===== src/rtl/clksw_pkg.sv =====
package clksw_pkg;
  typedef enum logic [1:0] {
    SW_RUN    = 2'd0,
    SW_SETTLE = 2'd1,
    SW_STOP   = 2'd2
  } sw_state_t;

  localparam int F_SEL  = 0;
  localparam int F_BKP  = 1;
  localparam int F_IE   = 2;
  localparam int F_SWF  = 3;
  localparam int F_HLT  = 4;
  localparam int F_STAT = 5;
  localparam int WR_W   = 5;
  localparam int RD_W   = 6;
endpackage


===== src/rtl/clksw_regs.sv =====
module clksw_regs
  import clksw_pkg::*;
(
  input  logic            clk,
  input  logic            rst,
  input  logic            wr_en,
  input  logic [WR_W-1:0] wr_data,
  input  logic            busy,
  input  logic            status,
  input  logic            fallback,
  output logic            sel,
  output logic            bkp,
  output logic            ie,
  output logic            sw_flag,
  output logic            halt_flag,
  output logic            start_ext,
  output logic            start_int
);
  logic sel_wr;

  // request bit only accepted while no switch is running
  assign sel_wr    = wr_en & ~busy & ~fallback;
  assign start_ext = sel_wr &  wr_data[F_SEL] & ~status;
  assign start_int = sel_wr & ~wr_data[F_SEL] &  status;

  always_ff @(posedge clk) begin
    if (rst) begin
      sel       <= 1'b0;
      bkp       <= 1'b0;
      ie        <= 1'b0;
      sw_flag   <= 1'b0;
      halt_flag <= 1'b0;
    end else begin
      if (fallback)    sel <= 1'b0;
      else if (sel_wr) sel <= wr_data[F_SEL];

      if (wr_en) begin
        bkp <= wr_data[F_BKP];
        ie  <= wr_data[F_IE];
      end

      if (fallback) begin
        sw_flag   <= 1'b1;
        halt_flag <= 1'b1;
      end else if (wr_en) begin
        if (!wr_data[F_SWF]) sw_flag   <= 1'b0;
        if (!wr_data[F_HLT]) halt_flag <= 1'b0;
      end
    end
  end
endmodule


===== src/rtl/clksw_watchdog.sv =====
module clksw_watchdog #(
  parameter int HALT_WIN = 64
) (
  input  logic clk,
  input  logic rst,
  input  logic tick,
  input  logic clear,
  input  logic arm,
  output logic halt_det
);
  localparam int IW = (HALT_WIN > 1) ? $clog2(HALT_WIN) : 1;
  localparam logic [IW-1:0] IDLE_MAX = IW'(HALT_WIN - 1);

  logic [IW-1:0] idle;

  always_ff @(posedge clk) begin
    if (rst || tick || clear)  idle <= '0;
    else if (idle != IDLE_MAX) idle <= idle + 1'b1;
  end

  // the cycle that would complete HALT_WIN silent cycles
  assign halt_det = arm & ~tick & (idle == IDLE_MAX);
endmodule


===== src/rtl/clksw_seq.sv =====
module clksw_seq
  import clksw_pkg::*;
#(
  parameter int SETTLE_EDGES = 1024,
  parameter int STOP_CYC     = 4
) (
  input  logic clk,
  input  logic rst,
  input  logic start_ext,
  input  logic start_int,
  input  logic tick,
  input  logic halt_det,
  output logic status,
  output logic clk_en,
  output logic busy,
  output logic watch
);
  localparam int EW = (SETTLE_EDGES > 1) ? $clog2(SETTLE_EDGES) : 1;
  localparam int SW = (STOP_CYC > 1) ? $clog2(STOP_CYC) : 1;
  localparam logic [EW-1:0] EDGE_LAST = EW'(SETTLE_EDGES - 1);
  localparam logic [SW-1:0] STOP_LAST = SW'(STOP_CYC - 1);

  sw_state_t     state;
  logic [EW-1:0] edge_cnt;
  logic [SW-1:0] stop_cnt;

  assign busy  = (state != SW_RUN);
  assign watch = (state == SW_SETTLE) | ((state == SW_RUN) & status);

  always_ff @(posedge clk) begin
    if (rst) begin
      state    <= SW_RUN;
      status   <= 1'b0;
      clk_en   <= 1'b1;
      edge_cnt <= '0;
      stop_cnt <= '0;
    end else begin
      unique case (state)
        SW_RUN: begin
          if (halt_det || start_int) begin
            state    <= SW_STOP;
            stop_cnt <= '0;
            clk_en   <= 1'b0;
          end else if (start_ext) begin
            state    <= SW_SETTLE;
            edge_cnt <= '0;
            clk_en   <= 1'b0;
          end
        end
        SW_SETTLE: begin
          if (halt_det) begin
            state    <= SW_STOP;
            stop_cnt <= '0;
          end else if (tick) begin
            if (edge_cnt == EDGE_LAST) begin
              state  <= SW_RUN;
              status <= 1'b1;
              clk_en <= 1'b1;
            end else begin
              edge_cnt <= edge_cnt + 1'b1;
            end
          end
        end
        SW_STOP: begin
          if (stop_cnt == STOP_LAST) begin
            state  <= SW_RUN;
            status <= 1'b0;
            clk_en <= 1'b1;
          end else begin
            stop_cnt <= stop_cnt + 1'b1;
          end
        end
        default: state <= SW_RUN;
      endcase
    end
  end
endmodule


===== src/rtl/clksw_ctrl.sv =====
module clksw_ctrl
  import clksw_pkg::*;
#(
  parameter int SETTLE_EDGES = 1024,
  parameter int HALT_WIN     = 64,
  parameter int STOP_CYC     = 4
) (
  input  logic            clk,
  input  logic            rst,
  input  logic            ext_tick,
  input  logic            wr_en,
  input  logic [WR_W-1:0] wr_data,
  output logic [RD_W-1:0] rd_data,
  output logic            sys_clk_en,
  output logic            clk_is_ext,
  output logic            irq
);
  logic sel, bkp, ie, sw_flag, halt_flag;
  logic start_ext, start_int, busy, watch, halt_det;

  clksw_regs u_regs (
    .clk       (clk),
    .rst       (rst),
    .wr_en     (wr_en),
    .wr_data   (wr_data),
    .busy      (busy),
    .status    (clk_is_ext),
    .fallback  (halt_det),
    .sel       (sel),
    .bkp       (bkp),
    .ie        (ie),
    .sw_flag   (sw_flag),
    .halt_flag (halt_flag),
    .start_ext (start_ext),
    .start_int (start_int)
  );

  clksw_watchdog #(.HALT_WIN(HALT_WIN)) u_wdog (
    .clk      (clk),
    .rst      (rst),
    .tick     (ext_tick),
    .clear    (start_ext),
    .arm      (bkp & watch),
    .halt_det (halt_det)
  );

  clksw_seq #(.SETTLE_EDGES(SETTLE_EDGES), .STOP_CYC(STOP_CYC)) u_seq (
    .clk       (clk),
    .rst       (rst),
    .start_ext (start_ext),
    .start_int (start_int),
    .tick      (ext_tick),
    .halt_det  (halt_det),
    .status    (clk_is_ext),
    .clk_en    (sys_clk_en),
    .busy      (busy),
    .watch     (watch)
  );

  always_comb begin
    rd_data         = '0;
    rd_data[F_SEL]  = sel;
    rd_data[F_BKP]  = bkp;
    rd_data[F_IE]   = ie;
    rd_data[F_SWF]  = sw_flag;
    rd_data[F_HLT]  = halt_flag;
    rd_data[F_STAT] = clk_is_ext;
  end

  assign irq = sw_flag & ie;
endmodule


===== config.mk =====
export PLATFORM = sky130hd
export DESIGN_NAME = clksw_ctrl
export DESIGN_NICKNAME = d
export VERILOG_FILES = /design/src/rtl/clksw_pkg.sv /design/src/rtl/clksw_regs.sv /design/src/rtl/clksw_watchdog.sv /design/src/rtl/clksw_seq.sv /design/src/rtl/clksw_ctrl.sv
export SDC_FILE = /design/constraint.sdc
export NUM_CORES = 1
export LEC_CHECK = 0
export BUFFER_PORTS_ARGS = -buffer_cell sky130_fd_sc_hd__buf_4
export CAP_MARGIN = 20
export CORE_AREA = 2 2 67 63
export DETAILED_ROUTE_END_ITERATION = 6
export DIE_AREA = 0 0 69 65
export GPL_TIMING_DRIVEN = 0
export PLACE_DENSITY_LB_ADDON = 0.1
export SLEW_MARGIN = 5
export SYNTH_ARGS = -nofsm -noshare
export SYNTH_HDL_FRONTEND = slang
export SYNTH_SLANG_ARGS = --single-unit

===== constraint.sdc =====
create_clock -name clk -period 2.7 [get_ports clk]
set_input_delay 0 -clock clk [delete_from_list [all_inputs] [get_ports clk]]
set_output_delay 0 -clock clk [all_outputs]
set_load 0.01 [all_outputs]

==> metrics, run 1 <==
fin. max-slew vios 0; post-synthesis simple-gate area fraction 0.231; die width 69 microns; Placer Congestion 0.777; CP Launch Type register; global-route wire length before repair 5220 microns; crit path capture type register; Post-Syn Area 0.00146 sq mm; PortBufs 15; CTS tree built; Clock Skew 0.00212 ns; share of the synthesized area in the top cell type 0.370; fin crit period 2.32 ns; post-synthesis cell count 172; Syn Nets 187; worst path bufs/invs 1; EDFF count, synth 0; leading register cell type out of synthesis dfxtp_1; Setup violations, final 0; Routed Antenna Nets 0; DR vias/cell 5.34; DR pass1 iterations 4; CP peak stage delay 0.49 ns; Clock Pin Slew Worst Setup and Hold Paths 0.09 ns; H-Tree Level Count 1; CTS Buffer Depth 2; per-cell routed wire length 12.6 microns; P&R area growth vs syn 16.3%; fraction of the mapped netlist area in compound gates 0.199; Fillers 403; TritonCTS Buffers 3; largest area contributor in the netlist dfxtp_1; CTS Root Cell clkbuf_8; Vias 1286; vias in the first global route 1235; gr usage total 0.142; final hold vios 0; Crit-path slowest cell or4_1; final wirelength 3030 microns; Slew @ Worst Pin 0.732 ns; max cap viols 0; Syn Area/Cell 8.50 sq um; total clock sinks 27; RSZ-0062 raised after global routing no; largest family of logic cells by synthesized area simple AND/OR/NAND/NOR gates; I/O pin total 18; top post-synthesis cells by area dfxtp_1 (37%), ha_1 (5.1%), nor2_1 (4.9%), a21oi_1 (4.8%), buf_4 (3.6%); HPWL after detailed placement 2280 microns; Die Y 65 microns; Hold WC Path Type in -> reg; post-synthesis adder-cell area fraction 0.0513; CP Data Arrival Time 2.54 ns; maximum VDD drop 0.377 mV; kind of cell adding the most delay to the critical path simple AND/OR/NAND/NOR gates; Seq cells post-synth 27; Die Area 0.00449 sq mm; sequential area share after synthesis 0.370; Clk Latency, worst-skew pair 0.27 ns; final period utilization 0.861; Power, Total 1.12 mW; Synth Warn # 0; synth unique cells 40; share of cells above drive strength 1 0.150; crit-path cells inv_1, ha_1, nor2b_1, and4b_4, a2111o_1, or4_1, nand2_1; highest clock rate 430 MHz; worst rel slew slack 0.508; leakage power 0.651 nW; post-synthesis mux area share 0.0342; ANT cells 0; data required time of the worst path 2.92 ns; initial core utilization 0.380; maximum number of pins on one net before global-route repair 15; xor-xnor portion of the synthesized cell area 0.0419; DRC Markers 0; grt total ovfl 0; CORE AREA 0.00385 sq mm; Rows 22; setup tns final 0 ns; CP Max Fanout 8; Iteration-0 DRC Markers 46; fraction of registers with async set/reset 0; initial antenna violation count 0; Power Density 659 mW/mm^2; CP Class reg -> reg; status completed; Nets 209
[layout by cell type (no fill, tap or decap), types with 4 or more instances in the layout]
cell type   n
a21oi_1    14
buf_4      22
clkbuf_1    5
dfxtp_1    27
ha_1        6
inv_1       9
mux2i_1     5
nand2_1    12
nand3_1     4
nand4_1     4
nor2_1     19
o21ai_0     9
or3_1       4
xnor2_1     5
[worst reg2reg max path, delay by kind of cell (launching register included)]
kind | cells | cell delay (ns)
simple gates | 4 | 1.08
compound gates | 1 | 0.48
flops | 1 | 0.37
fa+ha+maj | 1 | 0.27
buf+inv | 1 | 0.07
[sequential cells by signal, summed over array words and instances (netlist names)]
| register | count |
|---|---|
| u_seq.clk_en | 1 |
| u_seq.state | 2 |
| u_wdog.idle | 6 |
| u_regs.sw_flag | 1 |
| u_regs.sel | 1 |
| u_regs.bkp | 1 |
| u_seq.status | 1 |
| u_seq.edge_cnt | 10 |
| u_regs.ie | 1 |
| u_seq.stop_cnt | 2 |
| u_regs.halt_flag | 1 |
[area by class of cell]
type                       instances  area (sq um)  area share
buffer                            12          72.6      0.0427
multi-input combinational        124           816       0.480
clock buffer                       4          45.0      0.0265
sequential                        27           541       0.318
inverter                           9          33.8      0.0199
timing repair buffer              17           133      0.0780
tap                               48          60.1      0.0353
[synthesized netlist by cell type, types with 4 or more instances]
cell,n
or3_1,4
o21ai_0,9
dfxtp_1,27
inv_1,9
xnor2_1,5
nand2_1,12
buf_4,7
ha_1,6
nand3_1,4
nand4_1,4
clkbuf_1,4
mux2i_1,5
a21oi_1,14
nor2_1,19
[per-stage QoR]
step            util  setup slack (ns)  area [sq um]  std cells  hold slack (ns)
4_1_cts        0.441             0.354          1700        241           0.0187
5_1_grt        0.441             0.231          1700        241           0.0268
6_report       0.441             0.375          1700        241           0.0344
3_5_place_dp   0.424             0.421          1640        235            0.244
2_1_floorplan      -             0.622          1460        172            0.147
3_3_place_gp   0.424             0.445          1640        235            0.234
[power breakdown]
group | total, mW | switching, mW | leakage (nW) | internal (mW)
combinational | 0.417 | 0.234 | 0.409 | 0.183
clock | 0.229 | 0.123 | 0.0228 | 0.106
sequential | 0.475 | 0.0377 | 0.219 | 0.437
[worst paths after layout]
kind,startpoint,end,slack (ns),cells past startpoint
setup / recovery,u_seq.state[1],u_seq.edge_cnt[7],0.38,7
hold / removal,wr_data[3],u_regs.sw_flag,0.03,3
setup reg to reg,u_seq.state[1],u_seq.edge_cnt[7],0.38,7
hold reg to reg,u_seq.stop_cnt[1],u_seq.stop_cnt[1],0.49,2
[per-layer routing]
layer / global-route usage / vias up / part of all wire
met3: 0.0389 / 2 / 0.030
met1: 0.163 / 611 / 0.49
met2: 0.250 / 14 / 0.47
met5: 0 / - / 0
li1: - / 659 / -
met4: 0.0539 / 0 / 0.0079
[timing repair]
| item | 4_1_cts | 5_1_grt |
|---|---|---|
| hold buffers | 2 | 0 |
| setup endpoints to repair | 0 | 0 |
| setup buffers | 0 | 0 |
| gates resized for setup | 0 | 0 |
| hold endpoints to repair | 2 | 0 |
[cells by family (layout without fill, tap and decap cells)]
family | Yosys count | count (layout)
compound gates | 43 | 43
mux | 5 | 5
fa+ha+maj | 6 | 6
simple gates | 63 | 63
xor+xnor | 7 | 7
flops | 27 | 27
buf+inv | 21 | 42
Note: power is estimated with default switching activity, not from simulation.
==> inputs of run 2 (changes only) <==
==> constraint.sdc (replaced) <==
create_clock -name clk -period 2.3 [get_ports clk]
set_input_delay 0 -clock clk [delete_from_list [all_inputs] [get_ports clk]]
set_output_delay 0 -clock clk [all_outputs]
set_load 0.01 [all_outputs]
==> run 2 against run 1 <==
- count of clock-buffer cells in the layout unchanged
- sequential power up 18%
- critical path depth unchanged
- core utilization up 0.84 points
- highest routed layer unchanged
- worst setup slack worse by 0.31 ns
- die area unchanged
- clock skew up 0.0015 ns
- clock power up 17%
- critical path type unchanged
- largest power group unchanged
==> metrics, run 2 (synthesized netlist as in run 1, its figures left out) <==
total clock sinks 27 (unchanged); H-Tree Level Count 1 (unchanged); HPWL after detailed placement 2280 microns (unchanged); grt total ovfl 0 (unchanged); CTS Buffer Depth 2 (unchanged); CTS Root Cell clkbuf_8 (unchanged); fin crit period 2.24 ns (was 2.32 ns); fin. max-slew vios 0 (unchanged); global-route wire length before repair 5220 microns (unchanged); vias in the first global route 1235 (unchanged); CORE AREA 0.00385 sq mm (unchanged); maximum number of pins on one net before global-route repair 15 (unchanged); Die Y 65 microns (unchanged); final wirelength 3070 microns (was 3030 microns); Post-DP Area 0.00164 sq mm (unchanged); Final Core Density 0.450 (was 0.441); CP Max Fanout 8 (unchanged); DR vias/cell 5.36 (was 5.34); I/O pin total 18 (unchanged); crit path capture type register (unchanged); final period utilization 0.972 (was 0.861); Placer Congestion 0.777 (unchanged); Rows 22 (unchanged); worst rel slew slack 0.586 (was 0.508); TritonCTS Buffers 3 (unchanged); max cap viols 0 (unchanged); PortBufs 15 (unchanged); die width 69 microns (unchanged); Clock Pin Slew Worst Setup and Hold Paths 0.09 ns (about the same); gr usage total 0.142 (unchanged); P&R area growth vs syn 18.5% (was 16.3%); Vias 1292 (was 1286); ANT cells 0 (unchanged); CTS tree built (unchanged); final hold vios 0 (unchanged); DRC Markers 0 (unchanged); initial core utilization 0.380 (unchanged); RSZ-0062 raised after global routing yes (was no); Setup violations, final 0 (unchanged); CP Class reg -> reg (unchanged); Worst setup startpoint u_seq.state[0] (was u_seq.state[1]); Largest register FFs 10 (unchanged); Power Density 774 mW/mm^2 (was 659 mW/mm^2); Routed Antenna Nets 0 (unchanged); largest register by flop count u_seq.edge_cnt (unchanged); initial antenna violation count 0 (unchanged); Clk Latency, worst-skew pair 0.27 ns (about the same); Slew @ Worst Pin 0.618 ns (was 0.732 ns); register area 541 sq um (unchanged); status completed (unchanged); Hold WC Path Type in -> reg (unchanged); data required time of the worst path 2.52 ns (was 2.92 ns); Post-CTS Setup Bufs 0 (unchanged); highest clock rate 447 MHz (was 430 MHz); r2r startpoint u_seq.state[0] (was u_seq.state[1]); Nets 209 (unchanged); maximum VDD drop 0.455 mV (was 0.377 mV); post-route cell area 0.00173 sq mm (was 0.00170 sq mm); Iteration-0 DRC Markers 59 (was 46); Die Area 0.00449 sq mm (unchanged); Fillers 402 (was 403); Clock Skew 0.00366 ns (was 0.00212 ns); DR pass1 iterations 4 (unchanged); most common cell after layout, fill and taps aside dfxtp_1 (unchanged); area of the multi-input gates 848 sq um (was 816 sq um); CP Launch Type register (unchanged); per-cell routed wire length 12.7 microns (was 12.6 microns); hold_sp wr_data[3] (unchanged); most frequent cells in the layout dfxtp_1 (27), buf_4 (22), nor2_1 (19) (unchanged); biggest regs u_seq.edge_cnt (10), u_wdog.idle (6) (unchanged); leakage power 0.658 nW (was 0.651 nW); CP Data Arrival Time 2.45 ns (was 2.54 ns); share of cells above drive strength 1 0.181 (was 0.150)
## run 2: final cells by class
type                            count  share of cell area
Multi-Input combinational cell    124               0.490
Tap cell                           48              0.0347
Inverter                            9              0.0195
Clock buffer                        4              0.0260
Sequential cell                    27               0.312
Timing Repair Buffer               17              0.0765
Buffer                             12              0.0419
## run 2: critical path, cell delays in order, from the launching register on
cell	delay [ns]
dfxtp_1	0.33
inv_1	0.10
ha_2	0.25
nor2b_2	0.22
and4b_4	0.24
a2111o_1	0.48
or4_1	0.49
nand2_1	0.08
## run 2: power breakdown
part	switching (mW)	internal, mW
sequential	0.0457	0.513
combinational	0.286	0.227
clock	0.145	0.124
## run 2: final timing paths
kind	end	slack, ns	cells past startpoint
max reg2reg	u_seq.edge_cnt[7]	0.06	7
min reg2reg	u_seq.stop_cnt[1]	0.49	2
min	u_regs.sw_flag	0.03	3
max	u_seq.edge_cnt[7]	0.06	7
## run 2: timing repair
| item | in CTS | in global routing |
|---|---|---|
| resized for setup | 1 | 6 |
| pin swaps | 0 | 1 |
| endpoints found under the hold margin | 2 | 0 |
| hold buffers | 2 | 0 |
| gates cloned | 0 | 0 |
| setup endpoints to repair | 1 | 7 |
## run 2: per-stage QoR
step / setup WS [ns] / cells / TNS (ns) / power (mW) / hold slack [ns]
5_1_grt: -0.0600 / 241 / -0.0729 / 1.45 / 0.0254
4_1_cts: 0.00581 / 241 / 0 / 1.34 / 0.0187
3_5_place_dp: 0.0210 / 235 / 0 / 1.05 / 0.244
2_1_floorplan: 0.222 / 172 / 0 / 0.920 / 0.147
3_3_place_gp: 0.0454 / 235 / 0 / 1.04 / 0.234
6_report: 0.0638 / 241 / 0 / 1.34 / 0.0335
## run 2: metal layers
metal	vias to the layer above	GRT usage	share of wire
li1	660	-	-
met1	610	0.163	0.48
met2	20	0.250	0.47
met3	2	0.0389	0.036
met4	0	0.0539	0.0072
met5	-	0	0
